$ cat config.mk
export PLATFORM = sky130hd
export DESIGN_NAME = cal_corr_top
export DESIGN_NICKNAME = d
export VERILOG_FILES = /design/src/rtl/cal_corr_pkg.sv /design/src/rtl/cal_cfg_regs.sv /design/src/rtl/cal_select.sv /design/src/rtl/cal_arith.sv /design/src/rtl/cal_corr_top.sv
export SDC_FILE = /design/constraint.sdc
export NUM_CORES = 1
export LEC_CHECK = 0
export BUFFER_PORTS_ARGS = -buffer_cell sky130_fd_sc_hd__buf_2
export CORE_MARGIN = 1
export CORE_UTILIZATION = 50
export CTS_CLUSTER_DIAMETER = 30
export DETAILED_ROUTE_END_ITERATION = 8
export PLACE_DENSITY = 0.71
export SLEW_MARGIN = 20
export SYNTH_ARGS = -nofsm -noshare
export SYNTH_HDL_FRONTEND = slang
export SYNTH_HIERARCHICAL = 1
export SYNTH_SLANG_ARGS = --single-unit
export TNS_END_PERCENT = 30
$ cat constraint.sdc
create_clock -name clk_i -period 7.75 [get_ports clk_i]
set_input_delay 2.325 -clock clk_i [delete_from_list [all_inputs] [get_ports clk_i]]
set_output_delay 2.325 -clock clk_i [all_outputs]
set_load 0.02 [all_outputs]
$ cat src/rtl/cal_corr_pkg.sv
package cal_corr_pkg;
  typedef enum logic [1:0] {
    MODE_SN   = 2'd0,
    MODE_SP   = 2'd1,
    MODE_DIFF = 2'd2
  } in_mode_e;

  localparam int unsigned N_MODES  = 3;
  localparam int unsigned N_RANGES = 3;
  localparam int unsigned N_FIELDS = N_MODES * N_RANGES;
endpackage

$ cat src/rtl/cal_cfg_regs.sv
module cal_cfg_regs #(
  parameter int unsigned GAIN_W   = 12,
  parameter int unsigned OFS_W    = 8,
  parameter int unsigned N_POINTS = 4,
  parameter int unsigned CFG_W    = 32,
  parameter int unsigned ADDR_W   = 3,
  parameter logic [GAIN_W-1:0] GAIN_RST = 12'h555,
  localparam int unsigned PT_W    = $clog2(N_POINTS),
  localparam int unsigned MAP_W   = cal_corr_pkg::N_FIELDS * PT_W
) (
  input  logic                         clk_i,
  input  logic                         rst_ni,
  input  logic                         we_i,
  input  logic [ADDR_W-1:0]            addr_i,
  input  logic [CFG_W-1:0]             wdata_i,
  output logic [N_POINTS*GAIN_W-1:0]   gain_o,
  output logic [N_POINTS*OFS_W-1:0]    ofs_o,
  output logic [MAP_W-1:0]             map_o,
  output logic                         inv_sn_o,
  output logic                         inv_diff_o
);
  localparam int unsigned MAP_ADDR  = N_POINTS;
  localparam int unsigned CTRL_ADDR = N_POINTS + 1;

  for (genvar i = 0; i < N_POINTS; i++) begin : g_pt
    logic [GAIN_W-1:0] gain_q;
    logic [OFS_W-1:0]  ofs_q;
    always_ff @(posedge clk_i or negedge rst_ni) begin
      if (!rst_ni) begin
        gain_q <= GAIN_RST;
        ofs_q  <= '0;
      end else if (we_i && addr_i == ADDR_W'(i)) begin
        gain_q <= wdata_i[GAIN_W-1:0];
        ofs_q  <= wdata_i[GAIN_W+OFS_W-1:GAIN_W];
      end
    end
    assign gain_o[i*GAIN_W +: GAIN_W] = gain_q;
    assign ofs_o[i*OFS_W +: OFS_W]    = ofs_q;
  end

  always_ff @(posedge clk_i or negedge rst_ni) begin
    if (!rst_ni) begin
      map_o      <= '0;
      inv_sn_o   <= 1'b1;
      inv_diff_o <= 1'b0;
    end else if (we_i) begin
      if (addr_i == ADDR_W'(MAP_ADDR)) map_o <= wdata_i[MAP_W-1:0];
      if (addr_i == ADDR_W'(CTRL_ADDR)) begin
        inv_sn_o   <= wdata_i[0];
        inv_diff_o <= wdata_i[1];
      end
    end
  end
endmodule

$ cat src/rtl/cal_select.sv
module cal_select
  import cal_corr_pkg::*;
#(
  parameter int unsigned N_EXT    = 8,
  parameter int unsigned N_POINTS = 4,
  parameter int unsigned CH_W     = 4,
  localparam int unsigned PT_W    = $clog2(N_POINTS),
  localparam int unsigned MAP_W   = N_FIELDS * PT_W
) (
  input  logic [CH_W-1:0]    chan_i,
  input  logic [2*N_EXT-1:0] range_i,
  input  logic [MAP_W-1:0]   map_i,
  input  logic               inv_sn_i,
  input  logic               inv_diff_i,
  output logic [PT_W-1:0]    pt_o,
  output logic               invert_o,
  output logic               bypass_o
);
  localparam int unsigned HALF   = N_EXT / 2;
  localparam int unsigned IDX_W  = $clog2(N_EXT);
  localparam int unsigned FLD_W  = $clog2(N_FIELDS);
  localparam int unsigned CH_BAT = N_EXT + HALF;
  localparam int unsigned CH_TMP = N_EXT + HALF + 1;

  in_mode_e         mode;
  logic [IDX_W-1:0] slot;
  logic             fixed_rng;
  logic [1:0]       fixed_idx;
  logic             chan_bad;
  logic [1:0]       rcode;
  logic [1:0]       rng_idx;
  logic             rng_bad;
  logic [FLD_W-1:0] field;

  always_comb begin
    mode      = MODE_SN;
    slot      = '0;
    fixed_rng = 1'b0;
    fixed_idx = 2'd0;
    chan_bad  = 1'b0;
    if (chan_i < CH_W'(HALF)) begin
      mode = MODE_SN;
      slot = IDX_W'(chan_i);
    end else if (chan_i < CH_W'(N_EXT)) begin
      mode = MODE_SP;
      slot = IDX_W'(chan_i);
    end else if (chan_i < CH_W'(CH_BAT)) begin
      mode = MODE_DIFF;
      slot = IDX_W'(chan_i - CH_W'(N_EXT));
    end else if (chan_i == CH_W'(CH_BAT)) begin
      mode      = MODE_SN;
      fixed_rng = 1'b1;
      fixed_idx = 2'd2;
    end else if (chan_i == CH_W'(CH_TMP)) begin
      mode      = MODE_SP;
      fixed_rng = 1'b1;
      fixed_idx = 2'd0;
    end else begin
      chan_bad = 1'b1;
    end
  end

  assign rcode = range_i[2*slot +: 2];

  always_comb begin
    rng_bad = 1'b0;
    unique case (rcode)
      2'b00:   rng_idx = 2'd0;
      2'b10:   rng_idx = 2'd1;
      2'b11:   rng_idx = 2'd2;
      default: begin
        rng_idx = 2'd0;
        rng_bad = 1'b1;
      end
    endcase
    if (fixed_rng) begin
      rng_idx = fixed_idx;
      rng_bad = 1'b0;
    end
  end

  assign field    = FLD_W'(rng_idx) * FLD_W'(N_MODES) + FLD_W'(mode);
  assign pt_o     = map_i[PT_W*field +: PT_W];
  assign bypass_o = chan_bad | rng_bad;
  assign invert_o = !bypass_o &&
                    ((mode == MODE_SN && inv_sn_i) || (mode == MODE_DIFF && inv_diff_i));
endmodule

$ cat src/rtl/cal_arith.sv
module cal_arith #(
  parameter int unsigned RAW_W      = 12,
  parameter int unsigned GAIN_W     = 12,
  parameter int unsigned OFS_W      = 8,
  parameter int unsigned GAIN_SHIFT = 11
) (
  input  logic [RAW_W-1:0]  raw_i,
  input  logic [GAIN_W-1:0] gain_i,
  input  logic [OFS_W-1:0]  ofs_i,
  input  logic              bypass_i,
  output logic [RAW_W-1:0]  data_o
);
  localparam int unsigned PROD_W = RAW_W + GAIN_W;
  localparam int unsigned SH_W   = PROD_W - GAIN_SHIFT;
  localparam int unsigned SUM_W  = SH_W + 2;
  localparam logic [SUM_W-1:0] MAX_CODE = SUM_W'((1 << RAW_W) - 1);

  logic [PROD_W-1:0] prod;
  logic [SH_W-1:0]   scaled;
  logic [SUM_W-1:0]  sum;

  assign prod   = PROD_W'(raw_i) * PROD_W'(gain_i);
  assign scaled = prod[PROD_W-1:GAIN_SHIFT];
  assign sum    = {2'b00, scaled} + {{(SUM_W-OFS_W){ofs_i[OFS_W-1]}}, ofs_i};

  always_comb begin
    if (bypass_i)            data_o = raw_i;
    else if (sum[SUM_W-1])   data_o = '0;
    else if (sum > MAX_CODE) data_o = MAX_CODE[RAW_W-1:0];
    else                     data_o = sum[RAW_W-1:0];
  end
endmodule

$ cat src/rtl/cal_corr_top.sv
module cal_corr_top #(
  parameter int unsigned RAW_W      = 12,
  parameter int unsigned GAIN_W     = 12,
  parameter int unsigned OFS_W      = 8,
  parameter int unsigned GAIN_SHIFT = 11,
  parameter int unsigned N_POINTS   = 4,
  parameter int unsigned N_EXT      = 8,
  parameter int unsigned CH_W       = 4,
  parameter int unsigned CFG_W      = 32,
  parameter int unsigned ADDR_W     = 3
) (
  input  logic               clk_i,
  input  logic               rst_ni,
  input  logic               cfg_we_i,
  input  logic [ADDR_W-1:0]  cfg_addr_i,
  input  logic [CFG_W-1:0]   cfg_wdata_i,
  input  logic               smp_valid_i,
  input  logic [RAW_W-1:0]   smp_raw_i,
  input  logic [CH_W-1:0]    smp_chan_i,
  input  logic [2*N_EXT-1:0] smp_range_i,
  output logic               valid_o,
  output logic [RAW_W-1:0]   data_o,
  output logic               err_o
);
  localparam int unsigned PT_W  = $clog2(N_POINTS);
  localparam int unsigned MAP_W = cal_corr_pkg::N_FIELDS * PT_W;

  logic [N_POINTS*GAIN_W-1:0] gain_all;
  logic [N_POINTS*OFS_W-1:0]  ofs_all;
  logic [MAP_W-1:0]           map;
  logic                       inv_sn, inv_diff;
  logic [PT_W-1:0]            pt;
  logic                       invert, bypass;

  cal_cfg_regs #(
    .GAIN_W(GAIN_W), .OFS_W(OFS_W), .N_POINTS(N_POINTS),
    .CFG_W(CFG_W), .ADDR_W(ADDR_W), .GAIN_RST(GAIN_W'(12'h555))
  ) i_cfg (
    .clk_i, .rst_ni,
    .we_i(cfg_we_i), .addr_i(cfg_addr_i), .wdata_i(cfg_wdata_i),
    .gain_o(gain_all), .ofs_o(ofs_all), .map_o(map),
    .inv_sn_o(inv_sn), .inv_diff_o(inv_diff)
  );

  cal_select #(.N_EXT(N_EXT), .N_POINTS(N_POINTS), .CH_W(CH_W)) i_sel (
    .chan_i(smp_chan_i), .range_i(smp_range_i), .map_i(map),
    .inv_sn_i(inv_sn), .inv_diff_i(inv_diff),
    .pt_o(pt), .invert_o(invert), .bypass_o(bypass)
  );

  // stage 1: selected point and conditioned sample
  logic              s1_valid, s1_bypass;
  logic [RAW_W-1:0]  s1_raw;
  logic [GAIN_W-1:0] s1_gain;
  logic [OFS_W-1:0]  s1_ofs;

  always_ff @(posedge clk_i or negedge rst_ni) begin
    if (!rst_ni) begin
      s1_valid  <= 1'b0;
      s1_bypass <= 1'b0;
      s1_raw    <= '0;
      s1_gain   <= '0;
      s1_ofs    <= '0;
    end else begin
      s1_valid <= smp_valid_i;
      if (smp_valid_i) begin
        s1_bypass <= bypass;
        s1_raw    <= invert ? ~smp_raw_i : smp_raw_i;
        s1_gain   <= gain_all[pt*GAIN_W +: GAIN_W];
        s1_ofs    <= ofs_all[pt*OFS_W +: OFS_W];
      end
    end
  end

  logic [RAW_W-1:0] corr;

  cal_arith #(
    .RAW_W(RAW_W), .GAIN_W(GAIN_W), .OFS_W(OFS_W), .GAIN_SHIFT(GAIN_SHIFT)
  ) i_arith (
    .raw_i(s1_raw), .gain_i(s1_gain), .ofs_i(s1_ofs),
    .bypass_i(s1_bypass), .data_o(corr)
  );

  // stage 2: output register
  always_ff @(posedge clk_i or negedge rst_ni) begin
    if (!rst_ni) begin
      valid_o <= 1'b0;
      data_o  <= '0;
      err_o   <= 1'b0;
    end else begin
      valid_o <= s1_valid;
      err_o   <= s1_valid & s1_bypass;
      if (s1_valid) data_o <= corr;
    end
  end
endmodule

==> run metrics, run 1 <==
final hold violations=0; initial antenna violation count=0; DR vias=8461; largest area contributor in the netlist=dfrtp_1; number of global-route vias before repair=8516; DRT Wirelength=26.6 mm; share of cells above drive strength 1=27.6%; Synth Area in Simple Gates=11.2%; ys flop type=dfrtp_1; Post-synth EDFFs=0; relative slew slack=38.3%; CTS clk-pin slew, worst paths=0.07 ns; largest cells by area after synthesis=dfrtp_1, fa_1, mux2_2; initial core utilization=51.2%; status=finished clean; Setup Skew=0.00894 ns; Crit path arrival time=7.76 ns; Routed WL per cell=17.2 microns; crit path time final=7.45 ns; Filler cells=1997; Tightest Hold Check Type=reg -> reg; Top cell by count, worst path=fa_1; core footprint=23600 sq um; Worst Setup End Kind=register; CTS buffer count=17; Top-Level Pins=85; H-tree depth=4; # rows=56; first-pass GRT wire length=43.9 mm; fmax=0.134 GHz; largest family of logic cells by synthesized area=adder cells; max-cap check violation count=0; drt first pass iters=5; Crit Path Max Fanout=11; Worst-Margin Slew=0.923 ns; Syn Nets=1365; ANT cells=0; Synth Area in XOR/XNOR=2.61%; root buf cell=clkbuf_16; clock latency on the worst-skew pair=0.42 ns; Die ar.=24800 sq um; register area share after synthesis=30.9%; CTS tree=built; Overall Global Routing Usage=23.0%; final worst path period share=96.1%; initial DRC count=481; Layout Nets=1463; Hold WS=0.498 ns; RSZ-0062 raised after global routing=true; I/O Buffers=72; Die Width=158 microns; largest net degree at the start of global routing=112; syn avg cell area=10.8 sq um; synthesized cell area=12100 sq um; synthesis-to-layout area growth=12.7%; kind of critical path=reg -> reg; Startpoint Class=register; post-synth top area share=25.4%; FF+latch count, synth=148; Routed Antenna Nets=0; Setup WS pre-CTS=0.0288 ns; adder-cell share of the synthesized area=24.6%; Die Ht=158 microns; # DRC=0; vias per cell=5.47; setup slack after layout=0.302 ns; Clock Sinks=148; Mapped Cells=1117; slowest library cell on the worst path=or4_4; HPWL after DPL=20.2 mm; Compound-Gate Fraction of Synth Area=7.89%; multiplexer share of the synthesized area=15.5%; total grt overflow=0; Cell variety after synth=74; CP required=8.06 ns; synth warn=6; Max Slew Vio Count=0; Max clock buf depth=2; slowest stage delay, CP=0.55 ns; Post-synth ARST share=100%; final setup violation count=0; Final GP Congestion=0.839
==> kinds of logic (layout without fill, tap and decap cells) <==
| kind of cell | after synthesis | in the layout |
|---|---|---|
| buf+inv | 189 | 300 |
| flops | 148 | 148 |
| simple gates | 265 | 265 |
| mux | 166 | 166 |
| xor+xnor | 36 | 36 |
| compound gates | 136 | 136 |
| fa+ha+maj | 177 | 177 |
==> cell usage after synthesis (2+ instances only) <==
cell       count
inv_1        132
dfrtp_1      123
mux2_2       116
nand2_1      114
fa_1         102
ha_1          75
and2_1        56
mux2i_1       45
a21oi_1       37
nor2_1        30
xnor2_1       29
clkbuf_1      27
nand2b_1      26
dfstp_2       25
o21ai_0       22
o221ai_1      19
buf_2         13
a21o_1        10
buf_6          9
xor2_1         7
buf_12         5
o21a_1         5
a211oi_1       4
mux4_1         4
nand3_1        4
nand4_1        4
or3_1          4
a21boi_0       3
a31oi_1        3
nand3b_1       3
nand4b_1       3
o211ai_1       3
a2111oi_0      2
a22o_1         2
and3_1         2
and4bb_2       2
buf_4          2
nor2b_1        2
nor3_1         2
o21ba_2        2
o21bai_1       2
o221ai_2       2
o22ai_1        2
o31a_1         2
or2_2          2
==> sequential cells by signal, summed over array words and instances, names as in the netlist <==
signal	flops
i_cfg/inv_diff_o	1
i_cfg/g_pt.ofs_q	32
i_cfg/map_o	18
err_o	1
i_cfg/g_pt.gain_q	48
s1_bypass	1
s1_valid	1
i_cfg/inv_sn_o	1
s1_gain	12
data_o	12
s1_ofs	8
s1_raw	12
valid_o	1
==> metrics by stage <==
| step | setup TNS (ns) | cells | util [%] | area (sq um) |
|---|---|---|---|---|
| floorplan | 0 | 1117 | - | 12100 |
| global placement | 0 | 1511 | 54.9 | 13000 |
| detailed placement | 0 | 1512 | 54.9 | 13000 |
| CTS | 0 | 1544 | 57.3 | 13500 |
| global route | -0.176 | 1547 | 57.8 | 13600 |
| finish | 0 | 1547 | 57.8 | 13600 |
==> path summary, 6_finish.rpt <==
check	end	cells after the start	slack (ns)	startpoint
worst min register to register	i_cfg/map_o[11]	1	0.50	i_cfg/map_o[11]
worst max-delay path	data_o[1]	29	0.30	s1_raw[1]
worst min-delay path	i_cfg/map_o[11]	1	0.50	i_cfg/map_o[11]
max in group asynchronous	i_cfg/g_pt[1].gain_q[10]	3	4.71	rst_ni
min in group asynchronous	i_cfg/map_o[2]	1	1.79	rst_ni
worst max register to register	data_o[1]	29	0.30	s1_raw[1]
==> timing repair <==
item | in CTS | in global routing
endpoints found under the setup margin | 1 | 12
pin swaps | 0 | 1
hold buffers | 0 | 0
gates resized for setup | 1 | 15
setup buffers | 0 | 2
==> layout make-up <==
cell class / count / area [sq um] / share of cell area [%]
Timing Repair Buffer: 136 / 883 / 6.48
Tap cell: 319 / 399 / 2.93
Clock inverter: 11 / 93.8 / 0.688
Sequential cell: 148 / 3740 / 27.4
Inverter: 132 / 495 / 3.63
Multi-Input combinational cell: 780 / 7550 / 55.4
Clock buffer: 21 / 470 / 3.45
==> metal layers <==
| layer | routed length, microns | vias to the layer above | global-route usage, % |
|---|---|---|---|
| li1 | - | 3930 | - |
| met1 | 12000 | 4292 | 31.3 |
| met2 | 13100 | 198 | 38.3 |
| met3 | 1050 | 41 | 3.28 |
| met4 | 481 | 0 | 6.33 |
| met5 | 0 | - | 0 |
==> worst max-delay path: cells and delay by family (launching register included) <==
family / cells / cell delay (ns)
flip-flops: 1 / 0.49
multiplexers: 1 / 0.28
buffers and inverters: 7 / 0.90
AO/OA/AOI/OAI: 8 / 1.44
XOR/XNOR: 1 / 0.17
AND/OR/NAND/NOR: 4 / 1.02
adder cells (fa/ha/maj): 8 / 3.00
==> layout by cell type, fill, tap and decap left out, types with 37 or more instances in the layout <==
master / instances
dfrtp_1: 118
and2_1: 56
mux2i_1: 45
mux2_2: 116
buf_4: 61
inv_1: 132
a21oi_1: 37
fa_1: 102
nand2_1: 114
ha_1: 75
buf_2: 71
Power of run 1 is not shown: default switching activity piles up to over one toggle a cycle in this logic, so the estimate is an artifact.
==> run 2: changes to the inputs <==
CELL_PAD_IN_SITES_DETAIL_PLACEMENT = 1   (was not set)
CELL_PAD_IN_SITES_GLOBAL_PLACEMENT = 2   (was not set)
CORE_UTILIZATION = 41   (was 50)
PLACE_DENSITY = 0.84   (was 0.71)
==> run metrics, run 2 (same netlist as run 1, synthesis figures left out) <==
most common cell after layout, fill and taps aside=inv_1; Hold Crit Start=i_cfg/g_pt[0].ofs_q[7]; Die Width=174 microns (+10%); Layout Nets=1472 (+0.62%); synthesis-to-layout area growth=14.4%; # DRC=0 (unchanged); max-cap check violation count=0 (unchanged); hold_buf cts=0 (unchanged); vias per cell=5.20 (-4.9%); clock latency on the worst-skew pair=0.43 ns (about the same); GRT met3 Usage=2.72% (-0.56 points); initial antenna violation count=0 (unchanged); initial DRC count=312 (-35%); Clock Sinks=148 (unchanged); total grt overflow=0 (unchanged); Setup Skew=0.0136 ns (+0.00464 ns); drt first pass iters=4 (-1); # rows=62 (+11%); Tightest Hold Check Type=reg -> reg; fmax=0.133 GHz (-1.1%); CP required=8.07 ns (about the same); setup slack after layout=0.222 ns (-0.0797 ns); Top-Level Pins=85 (unchanged); M1 GR Usage=28.7% (-2.6 points); Top reg by flops=i_cfg/g_pt.gain_q; Setup WS pre-CTS=0.133 ns (+0.104 ns); WHS Path Cells=1 (unchanged); post-route cell area=13800 sq um (+1.4%); Worst Setup End Kind=register; Die Ht=174 microns (+10%); HPWL after DPL=23.2 mm (+15%); Max clock buf depth=2 (unchanged); ANT cells=0 (unchanged); final setup violation count=0 (unchanged); status=finished clean; Final GP Congestion=0.826 (-1.6%); final worst path period share=97.1% (+1.0 points); root buf cell=clkbuf_16; met2 Track Usage GR=37.2% (-1.1 points); Largest regs=i_cfg/g_pt.gain_q: 48 flops, i_cfg/g_pt.ofs_q: 32 flops, i_cfg/map_o: 18 flops; Overall Global Routing Usage=21.5% (-1.5 points); Worst Hold End=i_cfg/g_pt[0].ofs_q[7]; CTS clk-pin slew, worst paths=0.07 ns (about the same); largest net degree at the start of global routing=78 (-30%); crit path time final=7.53 ns (+0.0797 ns); Filler cells=3169 (+59%); Worst-Margin Slew=0.966 ns (+0.0432 ns); max reg flops=48 (unchanged); I/O Buffers=72 (unchanged); Routed Antenna Nets=0 (unchanged); r2r endpoint=data_o[5]; Crit Path Max Fanout=9 (-2); number of global-route vias before repair=9380 (+10%); kind of critical path=reg -> reg; commonest cells after routing, fill and taps aside=inv_1, mux2_2, nand2_1; first-pass GRT wire length=50.8 mm (+16%); initial core utilization=41.9% (-9.3 points); Routed WL per cell=19.0 microns (+11%); r2r setup slk=0.22 ns (-0.08 ns); relative slew slack=35.6% (-2.7 points); Crit path arrival time=7.85 ns (+0.09 ns); DP Area=13000 sq um (+0.54%); Die ar.=30200 sq um (+22%); worst-case reg-to-reg path depth=24 (-17%); H-tree depth=4 (unchanged); Reg-to-Reg Start=s1_raw[4]; most used routing layer in global routing=met2; post-layout util=47.9% (-9.8 points); DR vias=8424 (-0.44%); Max Slew Vio Count=0 (unchanged); final hold violations=0 (unchanged); DRT Wirelength=30.8 mm (+16%); CTS tree=built; CTS buffer count=17 (unchanged); Startpoint Class=register; core footprint=28900 sq um (+22%); share of cells above drive strength 1=29.3% (+1.7 points)
[run 2: cell types whose count changed in the layout (fill, tap and decap cells not counted), sizes merged]
cell / previous run / this run
bufinv: 0 / 1
buf: 136 / 145
clkbuf: 21 / 18
clkinv: 3 / 4
[run 2: how the worst max path moves through the flow]
stage / from / to / slack, ns / depth (start not counted)
after floorplan: s1_gain[8] / data_o[0] / 0.68 / 28
after global placement: s1_raw[4] / data_o[2] / 0.16 / 26
after detailed placement: s1_raw[1] / data_o[0] / 0.13 / 27
after CTS: s1_raw[4] / data_o[0] / 0.07 / 24
after global routing: s1_raw[6] / data_o[10] / -0.06 / 27
final: s1_raw[4] / data_o[5] / 0.22 / 24
[run 2: final cells by class]
cell class	count	area, sq um	area share [%]
multi-input cells	780	7600	54.9
well taps	384	480	3.47
clock inverters	13	125	0.904
flip-flops and latches	148	3750	27.1
repair buffers	145	947	6.85
inverters	132	495	3.58
clock buffers	18	439	3.17
[run 2: critical path, stage by stage (launching register included)]
cell and delay [ns]:
dfrtp_2 0.44, buf_4 0.20, and2_1 0.18, fa_1 0.47
fa_1 0.57, fa_2 0.47, fa_1 0.53, fa_1 0.50
ha_1 0.32, a21o_1 0.18, a21o_1 0.19, a221o_1 0.38
a211oi_4 0.31, and2b_1 0.24, nor2_2 0.10, xnor2_1 0.14
ha_2 0.33, a21o_4 0.24, o31a_1 0.31, a311oi_2 0.33
o211ai_1 0.23, buf_4 0.22, a21oi_1 0.12, o21ai_0 0.12
mux2_2 0.28
[run 2: per-stage QoR]
step	hold slack (ns)	TNS (ns)	std cells
floorplan	0.436	0	1117
global placement	0.468	0	1576
detailed placement	0.474	0	1576
CTS	0.490	0	1607
global route	0.502	-0.326	1620
finish	0.487	0	1620
[run 2: routing by layer]
layer | vias to the layer above | wire length (microns)
li1 | 3937 | -
met1 | 4347 | 14000
met2 | 119 | 15700
met3 | 21 | 748
met4 | 0 | 355
met5 | - | 0
[run 2: what timing repair did]
action | 4_1_cts | 5_1_grt
buffers inserted | 0 | 12
endpoints found under the hold margin | 0 | 0
setup endpoints to repair | 0 | 12
gates resized for setup | 0 | 41
Power of run 2 is left out for the same reason.
